[config.mk]
export PLATFORM = sky130hd
export DESIGN_NAME = dma2d_addr_gen
export DESIGN_NICKNAME = d
export VERILOG_FILES = /design/src/rtl/dma2d_pkg.sv /design/src/rtl/dma2d_ctrl.sv /design/src/rtl/dma2d_counts.sv /design/src/rtl/dma2d_addr.sv /design/src/rtl/dma2d_addr_gen.sv
export SDC_FILE = /design/constraint.sdc
export NUM_CORES = 1
export LEC_CHECK = 0
export CAP_MARGIN = 15
export CORE_MARGIN = 2
export CORE_UTILIZATION = 51
export DETAILED_ROUTE_END_ITERATION = 10
export DONT_BUFFER_PORTS = 1
export GPL_TIMING_DRIVEN = 0
export HOLD_SLACK_MARGIN = 0.05
export PLACE_DENSITY = 0.73
export SYNTH_ARGS = -nofsm -noshare
export SYNTH_HDL_FRONTEND = slang
export SYNTH_SLANG_ARGS = --single-unit
[constraint.sdc]
create_clock -name clk -period 9.35 [get_ports clk]
set_input_delay 2.805 -clock clk [delete_from_list [all_inputs] [get_ports clk]]
set_output_delay 2.805 -clock clk [all_outputs]
set_load 0.02 [all_outputs]
[src/rtl/dma2d_pkg.sv]
package dma2d_pkg;

  // End-of-work behaviour; only FLOW_STOP ends the work, every other
  // value asks for a new descriptor.
  typedef enum logic [1:0] {
    FLOW_STOP       = 2'd0,
    FLOW_REPEAT     = 2'd1,
    FLOW_CHAIN      = 2'd2,
    FLOW_CHAIN_WIDE = 2'd3
  } flow_e;

endpackage

[src/rtl/dma2d_ctrl.sv]
module dma2d_ctrl
  import dma2d_pkg::*;
(
  input  logic       clk,
  input  logic       rst,
  input  logic       enable,
  input  logic       ack,
  input  logic       desc_ack,
  input  flow_e      flow,
  input  logic       two_d,
  input  logic       irq_en,
  input  logic       x_last,
  input  logic       y_more,
  output logic       run,
  output logic       done,
  output logic       pend,
  output logic       irq,
  output logic       load,
  output logic       step,
  output logic       row_next
);

  logic en_q;
  logic start;
  logic reload;
  logic row_end;
  logic finish;

  assign start    = enable & ~en_q;
  assign step     = enable & ~start & run & ~pend & ack;
  assign reload   = enable & ~start & pend & desc_ack;
  assign load     = start | reload;
  assign row_end  = step & x_last;
  assign row_next = row_end & two_d & y_more;
  assign finish   = row_end & ~row_next;

  always_ff @(posedge clk) begin
    if (rst) begin
      en_q <= 1'b0;
      run  <= 1'b0;
      done <= 1'b0;
      pend <= 1'b0;
      irq  <= 1'b0;
    end else begin
      en_q <= enable;
      irq  <= row_end & irq_en;
      if (!enable) begin
        run  <= 1'b0;
        pend <= 1'b0;
      end else if (start) begin
        run  <= 1'b1;
        done <= 1'b0;
        pend <= 1'b0;
      end else if (reload) begin
        pend <= 1'b0;
      end else if (finish) begin
        if (flow == FLOW_STOP) begin
          run  <= 1'b0;
          done <= 1'b1;
        end else begin
          pend <= 1'b1;
        end
      end
    end
  end

endmodule

[src/rtl/dma2d_counts.sv]
module dma2d_counts #(
  parameter int CW = 16
) (
  input  logic          clk,
  input  logic          rst,
  input  logic          load,
  input  logic          step,
  input  logic          row_next,
  input  logic [CW-1:0] cfg_x,
  input  logic [CW-1:0] cfg_y,
  output logic [CW-1:0] cur_x,
  output logic [CW-1:0] cur_y,
  output logic          x_last,
  output logic          y_more
);

  localparam logic [CW-1:0] ONE = CW'(1);

  // A programmed zero count means the largest count the field can hold.
  function automatic logic [CW-1:0] fill(input logic [CW-1:0] v);
    return (v == '0) ? '1 : v;
  endfunction

  assign x_last = (cur_x == ONE);
  assign y_more = (cur_y > ONE);

  always_ff @(posedge clk) begin
    if (rst) begin
      cur_x <= '0;
      cur_y <= '0;
    end else if (load) begin
      cur_x <= fill(cfg_x);
      cur_y <= fill(cfg_y);
    end else if (row_next) begin
      cur_x <= fill(cfg_x);
      cur_y <= cur_y - ONE;
    end else if (step) begin
      cur_x <= cur_x - ONE;
    end
  end

endmodule

[src/rtl/dma2d_addr.sv]
module dma2d_addr #(
  parameter int AW = 32,
  parameter int MW = 16
) (
  input  logic          clk,
  input  logic          rst,
  input  logic          load,
  input  logic          step,
  input  logic          row_next,
  input  logic [AW-1:0] start_addr,
  input  logic [MW-1:0] x_mod,
  input  logic [MW-1:0] y_mod,
  output logic [AW-1:0] cur_addr
);

  localparam int EXT = AW - MW;

  logic [AW-1:0] x_ext;
  logic [AW-1:0] y_ext;
  logic [AW-1:0] after_x;
  logic [AW-1:0] after_row;

  assign x_ext     = {{EXT{x_mod[MW-1]}}, x_mod};
  assign y_ext     = {{EXT{y_mod[MW-1]}}, y_mod};
  assign after_x   = cur_addr + x_ext;
  // The row step takes back the stride of the row's last element and
  // applies the row stride in its place.
  assign after_row = after_x - x_ext + y_ext;

  always_ff @(posedge clk) begin
    if (rst)           cur_addr <= '0;
    else if (load)     cur_addr <= start_addr;
    else if (row_next) cur_addr <= after_row;
    else if (step)     cur_addr <= after_x;
  end

endmodule

[src/rtl/dma2d_addr_gen.sv]
module dma2d_addr_gen
  import dma2d_pkg::*;
#(
  parameter int AW = 32,
  parameter int MW = 16,
  parameter int CW = 16
) (
  input  logic          clk,
  input  logic          rst,
  input  logic          cfg_enable,
  input  logic          cfg_two_d,
  input  logic [1:0]    cfg_flow,
  input  logic          cfg_irq_en,
  input  logic          cfg_dir,
  input  logic [AW-1:0] cfg_start_addr,
  input  logic [CW-1:0] cfg_x_count,
  input  logic [MW-1:0] cfg_x_mod,
  input  logic [CW-1:0] cfg_y_count,
  input  logic [MW-1:0] cfg_y_mod,
  output logic          elem_req,
  input  logic          elem_ack,
  output logic [AW-1:0] mem_addr,
  output logic          mem_write,
  output logic [CW-1:0] cur_x_count,
  output logic [CW-1:0] cur_y_count,
  output logic          desc_req,
  input  logic          desc_ack,
  output logic          busy,
  output logic          done,
  output logic          row_irq
);

  logic run, pend, load, step, row_next, x_last, y_more;

  dma2d_ctrl u_ctrl (
    .clk      (clk),
    .rst      (rst),
    .enable   (cfg_enable),
    .ack      (elem_ack),
    .desc_ack (desc_ack),
    .flow     (flow_e'(cfg_flow)),
    .two_d    (cfg_two_d),
    .irq_en   (cfg_irq_en),
    .x_last   (x_last),
    .y_more   (y_more),
    .run      (run),
    .done     (done),
    .pend     (pend),
    .irq      (row_irq),
    .load     (load),
    .step     (step),
    .row_next (row_next)
  );

  dma2d_counts #(.CW(CW)) u_counts (
    .clk      (clk),
    .rst      (rst),
    .load     (load),
    .step     (step),
    .row_next (row_next),
    .cfg_x    (cfg_x_count),
    .cfg_y    (cfg_y_count),
    .cur_x    (cur_x_count),
    .cur_y    (cur_y_count),
    .x_last   (x_last),
    .y_more   (y_more)
  );

  dma2d_addr #(.AW(AW), .MW(MW)) u_addr (
    .clk        (clk),
    .rst        (rst),
    .load       (load),
    .step       (step),
    .row_next   (row_next),
    .start_addr (cfg_start_addr),
    .x_mod      (cfg_x_mod),
    .y_mod      (cfg_y_mod),
    .cur_addr   (mem_addr)
  );

  always_ff @(posedge clk) begin
    if (rst)       mem_write <= 1'b0;
    else if (load) mem_write <= cfg_dir;
  end

  assign busy     = run;
  assign desc_req = pend;
  assign elem_req = run & ~pend;

endmodule

==> results.tsv, run 1 <==
stage	metric	value	unit
grt	initial antenna violation count	1	
grt	first-pass GRT wire length	36000	um
timing	relative max-transition margin	30.0	%
placement	gp weighted congestion	0.960	
synthesis	Synth area leaders	dfxtp_1, ha_1, fa_1	
power_and_ir_drop	leakage	0.00329	uW
synthesis	register area share after synthesis	19.1	%
timing	period utilisation layout	87.5	%
finish	Post-layout nets	1171	
flow_run	max cap viols	0	
timing	Setup Skew	0.0118	ns
clocking	CTS tree	yes	
worst_setup_path	critical setup path kind	in -> reg	
worst_setup_path	crit path DAT	8.39	ns
timing	final worst slack	1.17	ns
timing	Slew Limit Fails	0	
detailed_routing	number of remaining DRC errors	0	
finish	fillers	1340	
grt	largest net degree at the start of global routing	20	
clocking	CTS Buf Count	9	
power_and_ir_drop	Worst VDD drop	0.000117	V
placement	placed instance count	1135	
worst_setup_path	CP required	9.56	ns
clocking	CTS Hold Bufs	0	
detailed_routing	Pre-antenna DRT Iters	5	
timing	Tmin final	8.18	ns
synthesis	number of synthesized flops with an enable pin	0	
synthesis	Cells after Synth	955	
worst_setup_path	critical path endpoint category	register	
floorplan	core area	0.0140	mm^2
grt	vias in the first global route	6787	
grt	GRT busiest layer	met2	
finish	most common cell after layout, fill and taps aside	nor2_1	
placement	I/O Buffers	0	
floorplan	width of the die	124	um
finish	non-filler cells in the finished layout	1152	
min_path	min-delay worst type	reg -> reg	
timing	Final Hold Slack	0.548	ns
finish	Sequential Area	0.00140	mm^2
timing	TNS Setup	0	ns
floorplan	Die Footprint	0.0154	mm^2
synthesis	leading area contributor after synthesis	dfxtp_1	
worst_setup_path	CP max FO	9	
finish	area of the multi-input gates	0.00556	mm^2
grt	GR Util met2	48.3	%
synthesis	Synth cell types	67	
clocking	CTS Sinks	70	
clocking	clk root buf	clkbuf_16	
outcome	status	complete, no violations	
floorplan	Cell Rows	43	
timing	RSZ-0062 raised after global routing	no	
grt	GRT Util Overall	30.8	%
synthesis	Mapped Area	0.00735	mm^2
detailed_routing	initial drt markers	578	
detailed_routing	ANT nets after route	0	
detailed_routing	vias per std cell	6.45	
synthesis	Ys Warns	0	
floorplan	initial core utilization	52.5	%
finish	layout cells sized above 1	3.60	%
clocking	clk buf depth	2	
floorplan	Die Y	124	um
timing	final setup violating endpoints	0	
synthesis	Mapped Avg Cell Area	7.70	um^2
power_and_ir_drop	pwr/cell area	199	mW/mm^2
finish	area grow syn2layout	7.22	%
timing	Fin. Hold Viols	0	
grt	global routing usage on met1	38.7	%
clocking	# H-tree levels	3	
synthesis	Syn Nets	1160	
floorplan	I/O pins	176	
detailed_routing	DR WL/cell	21.3	um
grt	M3 GR Usage	10.7	%
placement	placed wire-length estimate	18600	um
synthesis	fraction of registers with async set or reset after synthesis	0	%
timing	slew at the pin closest to its max-slew limit	1.05	ns
worst_setup_path	startpoint types	input port	
detailed_routing	total number of vias	7436	
synthesis	commonest register cell after synthesis	dfxtp_1	
finish	post-layout util	56.3	%
clocking	PostCTS Resize Cnt	0	
timing	highest clock rate	0.122	GHz
detailed_routing	Routed WL	24500	um
clocking	Clk Latency, worst-skew pair	0.35	ns
grt	GRT overflow	0	
clocking	Setup Buffers After CTS	0	
synthesis	Yosys top cell area share	19.1	%
placement	Setup WS pre-CTS	0.864	ns
finish	most frequent cells in the layout	nor2_1, a21oi_1, nand2_1	
clocking	clock slew at reported path FFs	0.07	ns
synthesis	#FFs+latches synth	70	
## flip-flops by register name, summed over array words and instances (netlist names)
signal           count
u_ctrl.irq           1
u_ctrl.run           1
mem_write            1
u_counts.cur_x      16
u_addr.cur_addr     32
u_ctrl.done          1
u_counts.cur_y      16
u_ctrl.pend          1
u_ctrl.en_q          1
## synthesized netlist by cell type (5+ instances only)
library cell / count
a211oi_1: 36
a21o_1: 31
a21oi_1: 85
a221oi_1: 10
a311oi_1: 5
a31oi_1: 9
and2_1: 7
and3_1: 7
buf_2: 5
clkbuf_1: 31
dfxtp_1: 70
fa_1: 32
ha_1: 67
inv_1: 61
nand2_1: 74
nand2b_1: 9
nand3_1: 17
nand4_1: 9
nor2_1: 92
nor2b_1: 6
nor3_1: 40
nor4_1: 15
o21a_1: 6
o21ai_0: 67
o21bai_1: 10
o22ai_1: 8
o311ai_0: 5
o31ai_1: 7
or3_1: 5
xnor2_1: 42
xor2_1: 27
## power breakdown
part | switching, uW | leakage, uW | internal, uW
clock | 157 | 0.000147 | 210
combinational | 473 | 0.00256 | 340
sequential | 63.1 | 0.000579 | 322
## worst paths after layout
| check | cells past startpoint | from | slack [ns] | end |
|---|---|---|---|---|
| worst max register to register | 22 | u_addr.cur_addr[0] | 3.21 | u_addr.cur_addr[30] |
| worst min-delay path | 2 | u_ctrl.en_q | 0.55 | u_ctrl.done |
| worst min register to register | 2 | u_ctrl.en_q | 0.55 | u_ctrl.done |
| worst max-delay path | 22 | cfg_x_mod[0] | 1.17 | u_addr.cur_addr[30] |
## worst max-delay path, stage by stage
cell      delay, ns
ha_1           0.26
fa_1           0.45
a211oi_1       0.28
o21bai_1       0.11
a21o_1         0.24
a31oi_1        0.39
o21ai_0        0.17
xnor2_1        0.30
fa_1           0.49
ha_1           0.29
clkbuf_1       0.29
nand3_1        0.24
nor2_1         0.24
nand4_1        0.14
o211ai_1       0.20
a21oi_1        0.12
o21ba_2        0.28
o31a_1         0.37
o21ai_0        0.23
xor2_1         0.10
a222oi_1       0.30
o21ai_0        0.10
## layer usage
metal | up-vias | wire, um
met3 | 77 | 2960
met4 | 0 | 943
met5 | - | 0
met1 | 3432 | 9740
li1 | 3503 | -
met2 | 424 | 10800
## per-stage QoR
step,power [uW],instance area [um^2]
global placement,1180,7580
finish,1570,7880
detailed placement,1180,7580
global route,1670,7880
CTS,1550,7880
floorplan,1030,7350
## cells by family (layout without fill, tap and decap cells)
kind of cell,count (synthesis),in the layout,synth area share [%]
AO/OA/AOI/OAI,317,317,27.7
XOR/XNOR,69,69,8.22
adder cells (fa/ha/maj),99,99,20.1
buffers and inverters,100,116,5.29
flip-flops,70,70,19.1
multiplexers,3,3,0.426
other,0,1,0
AND/OR/NAND/NOR,297,297,19.2
## area by class of cell
type / count / share of cell area [%]
Multi-Input combinational cell: 785 / 70.6
Sequential cell: 70 / 17.8
Inverter: 62 / 2.95
Clock buffer: 9 / 2.86
Tap cell: 180 / 2.86
Buffer: 38 / 1.98
Clock inverter: 7 / 0.984
Antenna cell: 1 / 0.0318
Power figures use the tool's default switching activity.
==> run 2, diff against run 1 <==
--- a/config.mk
+++ b/config.mk
@@ -15,4 +15,5 @@
 export PLACE_DENSITY = 0.73
 export SYNTH_ARGS = -nofsm -noshare
 export SYNTH_HDL_FRONTEND = slang
+export SYNTH_HIERARCHICAL = 1
 export SYNTH_SLANG_ARGS = --single-unit
==> run 2 against run 1 <==
Sequential share of layout area decreased by 0.75 points. Register-to-register slack better by 0.38 ns. Fmax is 5.4% higher. Setup slack gained 0.42 ns. Clock skew is 0.00072 ns higher. Die area increased by 4.5%. Sequential power fell by 3%. Final cell count is 0.95% lower. First-iteration DRC count shrank 6.6%. Critical path depth is 1 lower. Synthesized area rose by 4.7%. Combinational power decreased by 0.6%. Largest cell class unchanged. Largest power group unchanged.
==> results.tsv, run 2 <==
stage	metric	value	unit	change
outcome	status	complete, no violations		unchanged
synthesis	Syn Nets	1145		was 1160
detailed_routing	DR WL/cell	20.3	um	was 21.3 um
worst_setup_path	Slowest-stage cell, CP	fa_1		unchanged
grt	vias in the first global route	7028		was 6787
clocking	clk root buf	clkbuf_16		unchanged
finish	post-layout util	56.2	%	was 56.3%
worst_setup_path	critical path endpoint category	register		unchanged
timing	Tmin final	7.76	ns	was 8.18 ns
grt	initial antenna violation count	0		was 1
detailed_routing	number of remaining DRC errors	0		unchanged
synthesis	fraction of registers with async set or reset after synthesis	0	%	unchanged
floorplan	Die Footprint	0.0161	mm^2	was 0.0154 mm^2
finish	largest reg by FF count	u_addr/cur_addr		was u_addr.cur_addr
min_path	min-delay worst type	reg -> reg		unchanged
grt	GRT overflow	0		unchanged
detailed_routing	total number of vias	7288		was 7436
worst_setup_path	Max stage delay on crit path	0.48	ns	was 0.49 ns
floorplan	core area	0.0146	mm^2	was 0.0140 mm^2
grt	GR Util met2	47.4	%	was 48.3%
synthesis	Mapped Area	0.00770	mm^2	was 0.00735 mm^2
worst_setup_path	crit path DAT	8.03	ns	was 8.39 ns
floorplan	Die Y	127	um	was 124 um
worst_setup_path	R2R Setup Slk	3.59	ns	was 3.21 ns
grt	global routing usage on met1	35.7	%	was 38.7%
clocking	PostCTS Resize Cnt	0		unchanged
synthesis	number of synthesized flops with an enable pin	0		unchanged
floorplan	Cell Rows	44		was 43
synthesis	Ys Warns	6		was 0
detailed_routing	Pre-antenna DRT Iters	5		unchanged
finish	most common cell after layout, fill and taps aside	a21oi_1		was nor2_1
finish	Post-layout nets	1156		was 1171
floorplan	I/O pins	176		unchanged
synthesis	commonest register cell after synthesis	dfxtp_1		unchanged
timing	RSZ-0062 raised after global routing	no		unchanged
grt	first-pass GRT wire length	36200	um	was 36000 um
finish	Sequential Area	0.00140	mm^2	unchanged
clocking	CTS Hold Bufs	0		unchanged
finish	max FFs per register	32		unchanged
clocking	CTS Buf Count	9		unchanged
timing	Slew Limit Fails	0		unchanged
grt	GRT busiest layer	met2		unchanged
clocking	CTS Sinks	70		unchanged
power_and_ir_drop	leakage	0.00347	uW	was 0.00329 uW
synthesis	#FFs+latches synth	70		unchanged
finish	layout cells sized above 1	6.28	%	was 3.60%
clocking	Setup Buffers After CTS	0		unchanged
placement	placed wire-length estimate	18100	um	was 18600 um
power_and_ir_drop	Worst VDD drop	0.0000962	V	was 0.000117 V
synthesis	most common cell in the synthesized netlist	a21oi_1		was nor2_1
placement	placed instance count	1124		was 1135
timing	Fin. Hold Viols	0		unchanged
power_and_ir_drop	Total Power	1540	uW	was 1570 uW
worst_setup_path	CP required	9.63	ns	was 9.56 ns
synthesis	register area share after synthesis	18.2	%	was 19.1%
detailed_routing	vias per std cell	6.39		was 6.45
grt	largest net degree at the start of global routing	20		unchanged
clocking	Clk Latency, worst-skew pair	0.35	ns	about the same
worst_setup_path	startpoint types	input port		unchanged
detailed_routing	Routed WL	23200	um	was 24500 um
timing	slew at the pin closest to its max-slew limit	1.02	ns	was 1.05 ns
detailed_routing	initial drt markers	540		was 578
finish	top flop regs	u_addr/cur_addr: 32 flops, u_counts/cur_x: 16 flops, u_counts/cur_y: 16 flops		was u_addr.cur_addr: 32 flops, u_counts.cur_x: 16 flops, u_counts.cur_y: 16 flops
timing	highest clock rate	0.129	GHz	was 0.122 GHz
worst_setup_path	CP max FO	6		was 9
clocking	CTS tree	yes		unchanged
timing	final setup violating endpoints	0		unchanged
synthesis	Cells after Synth	940		was 955
finish	non-filler cells in the finished layout	1141		was 1152
grt	GRT Util Overall	28.3	%	was 30.8%
detailed_routing	ANT nets after route	0		unchanged
synthesis	most frequent cells after synthesis	a21oi_1, dfxtp_1, nor2_1		was nor2_1, a21oi_1, nand2_1
finish	area of the multi-input gates	0.00590	mm^2	was 0.00556 mm^2
clocking	clk buf depth	2		unchanged
timing	relative max-transition margin	31.8	%	was 30.0%
finish	most frequent cells in the layout	a21oi_1, nor2_1, dfxtp_1		was nor2_1, a21oi_1, nand2_1
placement	dpl cell area	0.00793	mm^2	was 0.00758 mm^2
power_and_ir_drop	pwr/cell area	187	mW/mm^2	was 199 mW/mm^2
synthesis	Yosys top cell area share	18.2	%	was 19.1%
synthesis	Synth cell types	92		was 67
flow_run	max cap viols	0		unchanged
timing	TNS Setup	0	ns	unchanged
clocking	clock slew at reported path FFs	0.07	ns	about the same
clocking	# H-tree levels	3		unchanged
worst_setup_path	critical setup path kind	in -> reg		unchanged
floorplan	width of the die	127	um	was 124 um
synthesis	Synth area leaders	dfxtp_1, ha_1, fa_1		unchanged
worst_setup_path	Most Frequent Cell on Critical Path	a21oi_1		was o21ai_0
finish	area grow syn2layout	6.91	%	was 7.22%
worst_setup_path	crit path cell chain	ha_1 -> fa_1 -> a21o_1 -> a31oi_1 -> nor3b_1 -> o21bai_1 -> nor2b_1 -> o21bai_1 -> a21oi_1 -> xnor2_1 -> fa_1 -> ha_1 -> a21oi_1 -> o21ai_0 -> a21o_1 -> a221oi_2 -> o21ai_1 -> xnor2_1 -> a221oi_1 -> a21oi_1 -> nor2_1		was ha_1 -> fa_1 -> a211oi_1 -> o21bai_1 -> a21o_1 -> a31oi_1 -> o21ai_0 -> xnor2_1 -> fa_1 -> ha_1 -> clkbuf_1 -> nand3_1 -> nor2_1 -> nand4_1 -> o211ai_1 -> a21oi_1 -> o21ba_2 -> o31a_1 -> o21ai_0 -> xor2_1 -> a222oi_1 -> o21ai_0
timing	Setup Skew	0.0125	ns	was 0.0118 ns
synthesis	leading area contributor after synthesis	dfxtp_1		unchanged
floorplan	initial core utilization	52.6	%	was 52.5%
placement	I/O Buffers	0		unchanged
synthesis	Mapped Avg Cell Area	8.19	um^2	was 7.70 um^2
timing	period utilisation layout	83.0	%	was 87.5%
grt	M3 GR Usage	7.00	%	was 10.7%
finish	fillers	1406		was 1340
placement	gp weighted congestion	0.959		was 0.960
finish	Final Cell Area	0.00823	mm^2	was 0.00788 mm^2
-- run 2: stage by stage --
stage	worst slack [ns]	hold WS, ns
6_report	1.59	0.537
5_1_grt	1.21	0.586
3_5_place_dp	1.38	0.505
3_3_place_gp	1.42	0.497
4_1_cts	1.71	0.525
2_1_floorplan	2.23	0.459
-- run 2: cell families after synthesis --
kind of cell	count (synthesis)	share of synthesized area [%]
AO/OA/AOI/OAI	318	28.5
AND/OR/NAND/NOR	259	18.3
buffers and inverters	102	5.17
adder cells (fa/ha/maj)	99	19.2
XOR/XNOR	83	9.45
flip-flops	70	18.2
multiplexers	9	1.17
-- run 2: final timing paths --
check	cells past startpoint	from	endpoint
setup / recovery	21	cfg_x_mod[0]	u_addr/cur_addr[23]
hold / removal	1	u_ctrl/en_q	u_ctrl/run
setup reg to reg	21	u_addr/cur_addr[0]	u_addr/cur_addr[23]
hold reg to reg	1	u_ctrl/en_q	u_ctrl/run
-- run 2: power breakdown --
group	internal [uW]	switching [uW]	total (uW)
combinational	344	465	809
sequential	319	55.4	375
clock	209	147	356
total	872	667	1540
-- run 2: layout make-up --
type | count | share of cell area (%)
multi-input combinational | 768 | 71.7
sequential | 70 | 17.0
inverter | 66 | 3.01
tap | 184 | 2.80
clock buffer | 10 | 2.78
buffer | 36 | 1.82
clock inverter | 6 | 0.852
antenna | 1 | 0.0304
-- run 2: per-layer routing --
layer	wire length (um)	vias to the layer above
met2	10900	333
li1	-	3496
met3	2110	39
met4	575	0
met5	0	-
met1	9660	3420
-- run 2: worst max-delay path, delay by kind of cell --
kind | cells | cell delay, ns
AO/OA/AOI/OAI | 12 | 2.70
XOR/XNOR | 2 | 0.36
adder cells (fa/ha/maj) | 4 | 1.58
AND/OR/NAND/NOR | 3 | 0.60
==> run 3, diff against run 2 <==
--- a/config.mk
+++ b/config.mk
@@ -12,7 +12,7 @@
 export DONT_BUFFER_PORTS = 1
 export GPL_TIMING_DRIVEN = 0
 export HOLD_SLACK_MARGIN = 0.05
-export PLACE_DENSITY = 0.73
+export PLACE_DENSITY = 0.76
 export SYNTH_ARGS = -nofsm -noshare
 export SYNTH_HDL_FRONTEND = slang
 export SYNTH_HIERARCHICAL = 1
==> constraint.sdc (replaced) <==
create_clock -name clk -period 6.35 [get_ports clk]
set_input_delay 1.905 -clock clk [delete_from_list [all_inputs] [get_ports clk]]
set_output_delay 1.905 -clock clk [all_outputs]
set_load 0.02 [all_outputs]
==> run 3 against run 2 <==
Register-to-register slack lost 2.4 ns. Critical path depth is the same. Sequential share of layout area shrank 0.48 points. Highest routed layer unchanged. Via count grew 1.7%. Clock power grew 60%.
==> results.tsv, run 3 (synthesized netlist as in run 2, its figures left out) <==
stage	metric	value	unit	change
outcome	status	complete, no violations		unchanged
finish	non-filler cells in the finished layout	1142		was 1141
detailed_routing	DR WL/cell	21.3	um	was 20.3 um
finish	layout cells sized above 1	9.40	%	was 6.28%
finish	most frequent cells in the layout	a21oi_1, nor2_1, dfxtp_1		unchanged
worst_setup_path	CP required	6.62	ns	was 9.63 ns
worst_setup_path	crit path DAT	6.47	ns	was 8.03 ns
detailed_routing	initial drt markers	526		was 540
clocking	clk buf depth	2		unchanged
finish	fillers	1334		was 1406
placement	placed instance count	1124		unchanged
clocking	CTS Hold Bufs	0		unchanged
timing	period utilisation layout	97.6	%	
floorplan	Die Y	127	um	unchanged
detailed_routing	number of remaining DRC errors	0		unchanged
finish	largest reg by FF count	u_addr/cur_addr		unchanged
detailed_routing	ANT nets after route	0		unchanged
timing	relative max-transition margin	30.0	%	was 31.8%
detailed_routing	vias per std cell	6.49		was 6.39
clocking	clk root buf	clkbuf_16		unchanged
power_and_ir_drop	pwr/cell area	285	mW/mm^2	was 187 mW/mm^2
timing	highest clock rate	0.161	GHz	
detailed_routing	Routed WL	24300	um	was 23200 um
finish	Final Cell Area	0.00847	mm^2	was 0.00823 mm^2
finish	Post-layout nets	1157		was 1156
finish	max FFs per register	32		unchanged
worst_setup_path	critical path endpoint category	register		unchanged
worst_setup_path	critical setup path kind	in -> reg		unchanged
floorplan	initial core utilization	52.6	%	unchanged
timing	Fin. Hold Viols	0		unchanged
min_path	min-delay worst type	reg -> reg		unchanged
power_and_ir_drop	leakage	0.00353	uW	was 0.00347 uW
floorplan	Cell Rows	44		unchanged
timing	Tmin final	6.20	ns	
placement	placed wire-length estimate	18500	um	was 18100 um
placement	Setup WS pre-CTS	-0.740	ns	was 1.38 ns
flow_run	max cap viols	0		unchanged
clocking	CTS tree	yes		unchanged
worst_setup_path	CP max FO	5		was 6
timing	Setup Skew	0.00734	ns	was 0.0125 ns
finish	most common cell after layout, fill and taps aside	a21oi_1		unchanged
clocking	clock slew at reported path FFs	0.06	ns	was 0.07 ns
grt	initial antenna violation count	1		was 0
timing	final worst slack	0.151	ns	was 1.59 ns
placement	gp weighted congestion	0.954		was 0.959
grt	vias in the first global route	7495		was 7028
clocking	# H-tree levels	3		unchanged
power_and_ir_drop	Total Power	2420	uW	was 1540 uW
finish	post-layout util	57.8	%	was 56.2%
power_and_ir_drop	Worst VDD drop	0.000156	V	was 0.0000962 V
grt	GRT Util Overall	29.8	%	was 28.3%
floorplan	width of the die	127	um	unchanged
grt	first-pass GRT wire length	38600	um	was 36200 um
clocking	Clk Latency, worst-skew pair	0.35	ns	about the same
grt	largest net degree at the start of global routing	20		unchanged
floorplan	I/O pins	176		unchanged
detailed_routing	Pre-antenna DRT Iters	5		unchanged
finish	area grow syn2layout	10.0	%	was 6.91%
worst_setup_path	Max stage delay on crit path	0.51	ns	was 0.48 ns
worst_setup_path	Slowest-stage cell, CP	fa_1		unchanged
worst_setup_path	crit path cell chain	ha_2 -> fa_2 -> a21o_1 -> a31oi_4 -> nor3b_2 -> o21bai_2 -> nor2b_4 -> o21ai_0 -> a21oi_2 -> xnor2_2 -> fa_1 -> ha_4 -> a21o_1 -> a311oi_2 -> nand2_1 -> o21ai_4 -> o21ba_2 -> o21ai_1 -> a21oi_2 -> xnor2_1 -> a221oi_2		was ha_1 -> fa_1 -> a21o_1 -> a31oi_1 -> nor3b_1 -> o21bai_1 -> nor2b_1 -> o21bai_1 -> a21oi_1 -> xnor2_1 -> fa_1 -> ha_1 -> a21oi_1 -> o21ai_0 -> a21o_1 -> a221oi_2 -> o21ai_1 -> xnor2_1 -> a221oi_1 -> a21oi_1 -> nor2_1
timing	Slew Limit Fails	0		unchanged
placement	I/O Buffers	0		unchanged
grt	GRT overflow	0		unchanged
detailed_routing	total number of vias	7414		was 7288
worst_setup_path	startpoint types	input port		unchanged
placement	dpl cell area	0.00793	mm^2	unchanged
clocking	CTS Sinks	70		unchanged
floorplan	core area	0.0146	mm^2	unchanged
floorplan	Die Footprint	0.0161	mm^2	unchanged
timing	slew at the pin closest to its max-slew limit	1.05	ns	was 1.02 ns
timing	final setup violating endpoints	0		unchanged
finish	top flop regs	u_addr/cur_addr: 32 flops, u_counts/cur_x: 16 flops, u_counts/cur_y: 16 flops		unchanged
clocking	CTS Buf Count	9		unchanged
[run 3: changes by cell type in the layout (fill, tap and decap cells not counted), sizes merged]
cell | previous run | this run
buf | 7 | 10
bufinv | 1 | 2
clkbuf | 39 | 37
clkinv | 6 | 3
clkinvlp | 0 | 1
inv | 65 | 66
[run 3: final cells by class]
type	instances	area (um^2)	share of cell area, %
Inverter	66	248	2.93
Multi-Input combinational cell	768	6100	72.0
Clock inverter	6	93.8	1.11
Sequential cell	70	1400	16.6
Tap cell	184	230	2.72
Antenna cell	1	2.50	0.0296
Clock buffer	10	229	2.70
Buffer	34	143	1.68
Timing Repair Buffer	3	22.5	0.266
[run 3: path summary, 6_finish.rpt]
path,startpoint,end,slack (ns),depth (start not counted)
setup / recovery,cfg_x_mod[0],u_addr/cur_addr[31],0.15,21
hold / removal,u_ctrl/en_q,u_ctrl/run,0.52,1
setup reg to reg,u_addr/cur_addr[0],u_addr/cur_addr[31],1.17,21
hold reg to reg,u_ctrl/en_q,u_ctrl/run,0.52,1
[run 3: stage by stage]
stage	hold slack (ns)	setup TNS, ns
floorplan	0.459	0
global placement	0.495	-6.53
detailed placement	0.503	-6.43
CTS	0.506	0
global route	0.589	-0.0494
finish	0.516	0
[run 3: metal layers]
metal,track usage (%),routed length [um],vias up
met1,36.9,10000,3523
met3,9.15,2280,52
li1,-,-,3496
met2,49.7,11400,343
met4,9.70,667,0
met5,0,0,-
[run 3: what timing repair did]
| item | in CTS | in global routing |
|---|---|---|
| gates cloned | 0 | 0 |
| gates resized for setup | 11 | 26 |
| setup buffers | 0 | 3 |
| pin swaps | 2 | 10 |
| setup endpoints to repair | 9 | 10 |
[run 3: critical path: cells and delay by family]
family / cells / cell delay, ns
XOR/XNOR: 2 / 0.26
adder cells (fa/ha/maj): 4 / 1.39
AO/OA/AOI/OAI: 12 / 2.39
AND/OR/NAND/NOR: 3 / 0.53
[run 3: report_power, final]
part / total, uW / switching (uW) / internal [uW] / leakage, uW
clock: 568 / 220 / 348 / 0.000154
sequential: 552 / 82.2 / 470 / 0.000579
combinational: 1300 / 739 / 558 / 0.00280
